## config.mk

```make
export PLATFORM = sky130hd
export DESIGN_NAME = swallow_divider
export DESIGN_NICKNAME = d
export VERILOG_FILES = /design/src/rtl/swallow_div_pkg.sv /design/src/rtl/swallow_div_prestage.sv /design/src/rtl/swallow_div_dual_mod.sv /design/src/rtl/swallow_div_main_ctl.sv /design/src/rtl/swallow_divider.sv
export SDC_FILE = /design/constraint.sdc
export NUM_CORES = 1
export LEC_CHECK = 0
export CELL_PAD_IN_SITES_DETAIL_PLACEMENT = 2
export CELL_PAD_IN_SITES_GLOBAL_PLACEMENT = 2
export CORE_MARGIN = 5
export CORE_UTILIZATION = 33
export DETAILED_ROUTE_END_ITERATION = 16
export PLACE_DENSITY_LB_ADDON = 0.1
export SLEW_MARGIN = 5
export SYNTH_ARGS = -nofsm -noshare
export SYNTH_HDL_FRONTEND = slang
export SYNTH_HIERARCHICAL = 1
export SYNTH_SLANG_ARGS = --single-unit
```

## constraint.sdc

```tcl
create_clock -name clk -period 3.6 [get_ports clk]
set_input_delay 0.54 -clock clk [delete_from_list [all_inputs] [get_ports clk]]
set_output_delay 0.54 -clock clk [all_outputs]
set_load 0.01 [all_outputs]
```

## src/rtl/swallow_div_pkg.sv

```systemverilog
// Shared sizing constants for the pulse-swallow divider.
// Assumes the dual-modulus stage is 2^MOD_BITS / 2^MOD_BITS+1 and that
// the lowest legal main count equals 2^MOD_BITS.
package swallow_div_pkg;
    localparam int MAIN_W   = 10;
    localparam int SWAL_W   = 5;
    localparam int MOD_BITS = 5;
    localparam int MAIN_MIN = 1 << MOD_BITS;
    localparam int PRE_BITS = 3;
endpackage

```

## src/rtl/swallow_div_prestage.sv

```systemverilog
// Fixed power-of-two prestage: emits one tick every 2^PRE_BITS clocks.
// Assumes PRE_BITS >= 1; counts freely from reset.
module swallow_div_prestage #(
    parameter int PRE_BITS = 3
) (
    input  logic clk,
    input  logic rst_n,
    output logic tick
);
    logic [PRE_BITS-1:0] cnt;

    // Tick in the last state of the binary count.
    always_comb tick = &cnt;

    // Free-running prestage counter.
    always_ff @(posedge clk) begin
        if (!rst_n) cnt <= '0;
        else        cnt <= cnt + 1'b1;
    end
endmodule

```

## src/rtl/swallow_div_dual_mod.sv

```systemverilog
// Dual-modulus stage: counts prestage ticks and wraps after 2^MOD_BITS
// ticks, or after one more when swallow is high.
// Assumes swallow only changes on the edge where wrap is taken.
module swallow_div_dual_mod #(
    parameter int MOD_BITS = 5
) (
    input  logic clk,
    input  logic rst_n,
    input  logic adv,
    input  logic swallow,
    output logic wrap
);
    localparam int CW = MOD_BITS + 1;
    localparam logic [CW-1:0] LAST_SHORT = CW'((1 << MOD_BITS) - 1);
    localparam logic [CW-1:0] LAST_LONG  = CW'(1 << MOD_BITS);

    logic [CW-1:0] cnt;
    logic [CW-1:0] last;

    // Choose the terminal state from the current modulus.
    always_comb begin
        last = swallow ? LAST_LONG : LAST_SHORT;
        wrap = adv && (cnt == last);
    end

    // Modulus counter advanced by prestage ticks.
    always_ff @(posedge clk) begin
        if (!rst_n)   cnt <= '0;
        else if (wrap) cnt <= '0;
        else if (adv)  cnt <= cnt + 1'b1;
    end
endmodule

```

## src/rtl/swallow_div_main_ctl.sv

```systemverilog
// Main and swallow control: counts dual-modulus wraps up to the active M,
// requests the long modulus for the first S of them, and loads new
// (clamped) settings only at the end of a period.
// Assumes SWAL_W < MAIN_W and MAIN_MIN > 2^SWAL_W - 1.
module swallow_div_main_ctl #(
    parameter int MAIN_W   = 10,
    parameter int SWAL_W   = 5,
    parameter int MAIN_MIN = 32
) (
    input  logic              clk,
    input  logic              rst_n,
    input  logic [MAIN_W-1:0] m_set,
    input  logic [SWAL_W-1:0] s_set,
    input  logic              dm_wrap,
    output logic              swallow,
    output logic              period_end,
    output logic              range_err,
    output logic [MAIN_W-1:0] m_act,
    output logic [SWAL_W-1:0] s_act
);
    localparam logic [MAIN_W-1:0] MIN_V = MAIN_W'(MAIN_MIN);
    localparam logic [MAIN_W-1:0] ONE_V = MAIN_W'(1);
    localparam int                PAD_W = MAIN_W - SWAL_W;

    logic [MAIN_W-1:0] main_cnt;
    logic [MAIN_W-1:0] m_eff;
    logic              m_low;

    // Clamp the requested main count to the legal floor.
    always_comb begin
        m_low = (m_set < MIN_V);
        m_eff = m_low ? MIN_V : m_set;
    end

    // Long modulus while fewer than S main steps are done; period end
    // when the last main step wraps.
    always_comb begin
        swallow    = (main_cnt < {{PAD_W{1'b0}}, s_act});
        period_end = dm_wrap && (main_cnt == m_act - ONE_V);
    end

    // Main step counter and boundary loading of settings.
    always_ff @(posedge clk) begin
        if (!rst_n) begin
            main_cnt  <= '0;
            m_act     <= m_eff;
            s_act     <= s_set;
            range_err <= 1'b0;
        end else begin
            range_err <= m_low;
            if (period_end) begin
                main_cnt <= '0;
                m_act    <= m_eff;
                s_act    <= s_set;
            end else if (dm_wrap) begin
                main_cnt <= main_cnt + ONE_V;
            end
        end
    end
endmodule

```

## src/rtl/swallow_divider.sv

```systemverilog
// Top of the pulse-swallow divider: prestage, dual-modulus stage and
// main/swallow control in cascade, with a registered one-clock output
// pulse per period of 2^PRE_BITS * (2^MOD_BITS * M + S) clocks.
// Assumes settings are binary and may change at any clock.
module swallow_divider
    import swallow_div_pkg::*;
#(
    parameter int PRE_BITS = swallow_div_pkg::PRE_BITS
) (
    input  logic              clk,
    input  logic              rst_n,
    input  logic [MAIN_W-1:0] m_set,
    input  logic [SWAL_W-1:0] s_set,
    output logic              div_pulse,
    output logic              m_low_flag
);
    logic              pre_tick;
    logic              dm_wrap;
    logic              swallow;
    logic              period_end;
    logic [MAIN_W-1:0] m_act;
    logic [SWAL_W-1:0] s_act;

    swallow_div_prestage #(.PRE_BITS(PRE_BITS)) u_pre (
        .clk  (clk),
        .rst_n(rst_n),
        .tick (pre_tick)
    );

    swallow_div_dual_mod #(.MOD_BITS(MOD_BITS)) u_dm (
        .clk    (clk),
        .rst_n  (rst_n),
        .adv    (pre_tick),
        .swallow(swallow),
        .wrap   (dm_wrap)
    );

    swallow_div_main_ctl #(
        .MAIN_W  (MAIN_W),
        .SWAL_W  (SWAL_W),
        .MAIN_MIN(MAIN_MIN)
    ) u_ctl (
        .clk       (clk),
        .rst_n     (rst_n),
        .m_set     (m_set),
        .s_set     (s_set),
        .dm_wrap   (dm_wrap),
        .swallow   (swallow),
        .period_end(period_end),
        .range_err (m_low_flag),
        .m_act     (m_act),
        .s_act     (s_act)
    );

    // Register the period end into a clean one-clock pulse.
    always_ff @(posedge clk) begin
        if (!rst_n) div_pulse <= 1'b0;
        else        div_pulse <= period_end;
    end
endmodule

```

==> flow_summary.toml <==
[cells_and_area]
area_growth_pct = 24.1
drive_above_1_share_pct = 22.3
diodes = 0
final_cell_area_mm2 = 0.00246
fin_util_pct = 41.8
final_net_count = 245

[floorplanning]
die_width_um = 87.5
core_mm2 = 0.00589
fp-row-count = 28
fp.dieArea_mm2 = 0.00765
fp.dieH_um = 87.5
io_pins = 19
start_util_pct = 33.7

[synthesis]
async_reset_ff_share_pct = 0
synth.most_common_cell = "dfxtp_1"
synth_cell_types = 46
synth-seq-area-share_pct = 44.0
ys_ff_latch = 36
synthTopCellsByArea = "edfxtp_1, dfxtp_1, xnor2_1, ha_1, a21oi_2"
syn_area_mm2 = 0.00198
synth_edf_count = 15
yosys.area.top_type = "edfxtp_1"
avgSynthCellArea_um2 = 10.4
ys_warn_count = 6
syn_nets = 217
synthTopCellsByCount = "dfxtp_1, edfxtp_1, nand2_1, xnor2_1, inv_1"
syn_inst = 191
synth_top_cell_area_share_pct = 22.7
synth_ff_type = "dfxtp_1"

[detailed_routing]
route.detailed.drc = 0
drtIter0Drc = 43
vias_per_cell = 5.14
drt_wl_total_um = 5220
route.vias.total = 1516
ant_nets = 0
dr.pass1.iters = 4
wl_per_cell_um = 17.7

[grt]
grt_max_degree = 24
antenna_found_initial = 0
grt_first_pass_wirelength_um = 8650
grt_pass1_vias = 1703
grt_usage_pct = 14.9
overflow = 0

[sta]
max_freq_ghz = 0.279
clock-skew-final_ps = 8.50
max-slew-margin-rel_pct = 45.1
worst_pin_slew_ps = 821
slew_viol_final = 0
setup_ws_ps = 13.1
min_period_over_period_pct = 99.6
finalCriticalPeriod_ps = 3590
whs_ps = 465
finalSetupViolCount = 0
hold_viol = 0
rsz0062_at_grt = "yes"

[min_path]
min_path_cells = 1
min_to = "u_pre/cnt[0]"
hp-start = "u_pre/cnt[0]"
hold_class = "reg -> reg"

[pwr]
max-vdd-ir-drop_uv = 147
power_w = 0.000826
p_leak_nw = 0.986
powerDensity_mw_per_mm2 = 336

[critical_path]
path_cells = "inv_1, ha_1, a21o_1, a21o_1, a21o_1, a2111oi_4, or4b_4, nor4b_4, o21ai_2, inv_1, o211ai_1, a211oi_2, o2111a_2, a21bo_4"
r2r_cells = 14
r2r_slack_ps = 10
worstReg2RegStart = "u_ctl/s_act[1]"
crit_path_end_kind = "register"
slowest_stage = "or4b_4"
worstPathArrival_ps = 3580
reg2reg_to = "u_ctl/s_act[4]"
critPathKind = "reg -> reg"
cp.required_ps = 3590
start_kind = "register"
critPathMaxFanout = 8
cp_common_cell = "a21o_1"
cp_slowest_stage_delay_ps = 520

[placement]
dp_hpwl_um = 3840
place_ws_ps = -180
finalWeightedCongestion = 0.756
portBuffers = 18
place_area_mm2 = 0.00230

[status]
outcome = "finished clean"

[clock_tree]
htreeDepth = 2
clock-sinks = 36
clock_path_buffers = 2
clk_pin_slew_worst_paths_ps = 70
clk_latency_ps = 300
cts_tree = "built"
numCtsBuffers = 5
cts_root_buffer = "clkbuf_8"

[flow_run]
maxCapViolations = 0
## through the flow
stage	std cells	TNS (ps)
finish	295	0
global route	295	-3130
global placement	285	-14.2
floorplan	191	0
detailed placement	285	-3130
CTS	295	0
## how the worst max path moves through the flow
stage / slack [ps] / startpoint / end / cells past startpoint
2_1_floorplan: 2 / u_ctl/s_act[1] / u_ctl/m_act[0] / 15
3_3_place_gp: -1 / u_ctl/s_act[1] / u_ctl/m_act[8] / 14
3_5_place_dp: -180 / u_ctl/s_act[1] / u_ctl/m_act[9] / 14
4_1_cts: 6 / u_ctl/s_act[1] / u_ctl/s_act[2] / 14
5_1_grt: -190 / u_ctl/s_act[1] / div_pulse / 16
6_report: 10 / u_ctl/s_act[1] / u_ctl/s_act[4] / 14
## metal layers
metal  routed length, um  track usage, %
met1                2150            16.8
met5                   0               0
met2                2800            26.8
met3                 182            3.69
met4                  93            5.86
## layout make-up
| type | instances | area (um^2) |
|---|---|---|
| clock buffers | 5 | 68.8 |
| clock inverters | 3 | 13.8 |
| fillers | 645 | 3430 |
| inverters | 10 | 37.5 |
| multi-input cells | 137 | 1110 |
| flip-flops and latches | 36 | 872 |
| well taps | 75 | 93.8 |
| repair buffers | 29 | 267 |
## worst max-delay path: cells and delay by family, from the launching register on
kind,cells,cell delay (ps)
compound gates,9,1780
simple gates,2,770
flops,1,360
fa+ha+maj,1,230
buf+inv,2,160
## sequential cells by signal, indices dropped and copies added, names as in the netlist
register         count
u_pre/cnt            3
u_ctl/s_act          5
div_pulse            1
u_ctl/m_act         10
u_ctl/range_err      1
u_ctl/main_cnt      10
u_dm/cnt             6
## cells in the final DEF, fill, tap and decap left out, types with 3 or more instances in the layout
cell              n
a21o_1            3
a21oi_1           3
a21oi_2           9
and2_1            6
and3_1            5
buf_4            10
clkbuf_8          5
clkdlybuf4s50_1  18
dfxtp_1          20
edfxtp_1         15
ha_1              9
inv_1            10
nand2_1          15
nand2b_1          3
nand3_1           5
nand4_1           5
nor2_1            4
nor2b_1           5
nor4_1            3
or4_1             5
xnor2_1          14
xor2_1            9
## what timing repair did
item / 4_1_cts / 5_1_grt
hold buffers: 0 / 0
resized for setup: 6 / 4
endpoints found under the setup margin: 26 / 26
pin swaps: 6 / 2
setup buffers: 1 / 0
cloned: 1 / 0
## cells by family (layout without fill, tap and decap cells)
family	count (synthesis)	in the layout	share of synthesized area, %
AO/OA/AOI/OAI	28	29	11.7
XOR/XNOR	23	23	10.2
adder cells (fa/ha/maj)	9	9	5.69
buffers and inverters	19	47	4.04
flip-flops	36	36	44.0
multiplexers	2	2	1.14
AND/OR/NAND/NOR	74	74	23.2
## report_power, final
| part | internal [W] | switching, W |
|---|---|---|
| combinational | 0.0000445 | 0.0000427 |
| sequential | 0.000444 | 0.0000160 |
| clock | 0.000131 | 0.000148 |
Note: power is estimated with default switching activity, not from simulation.
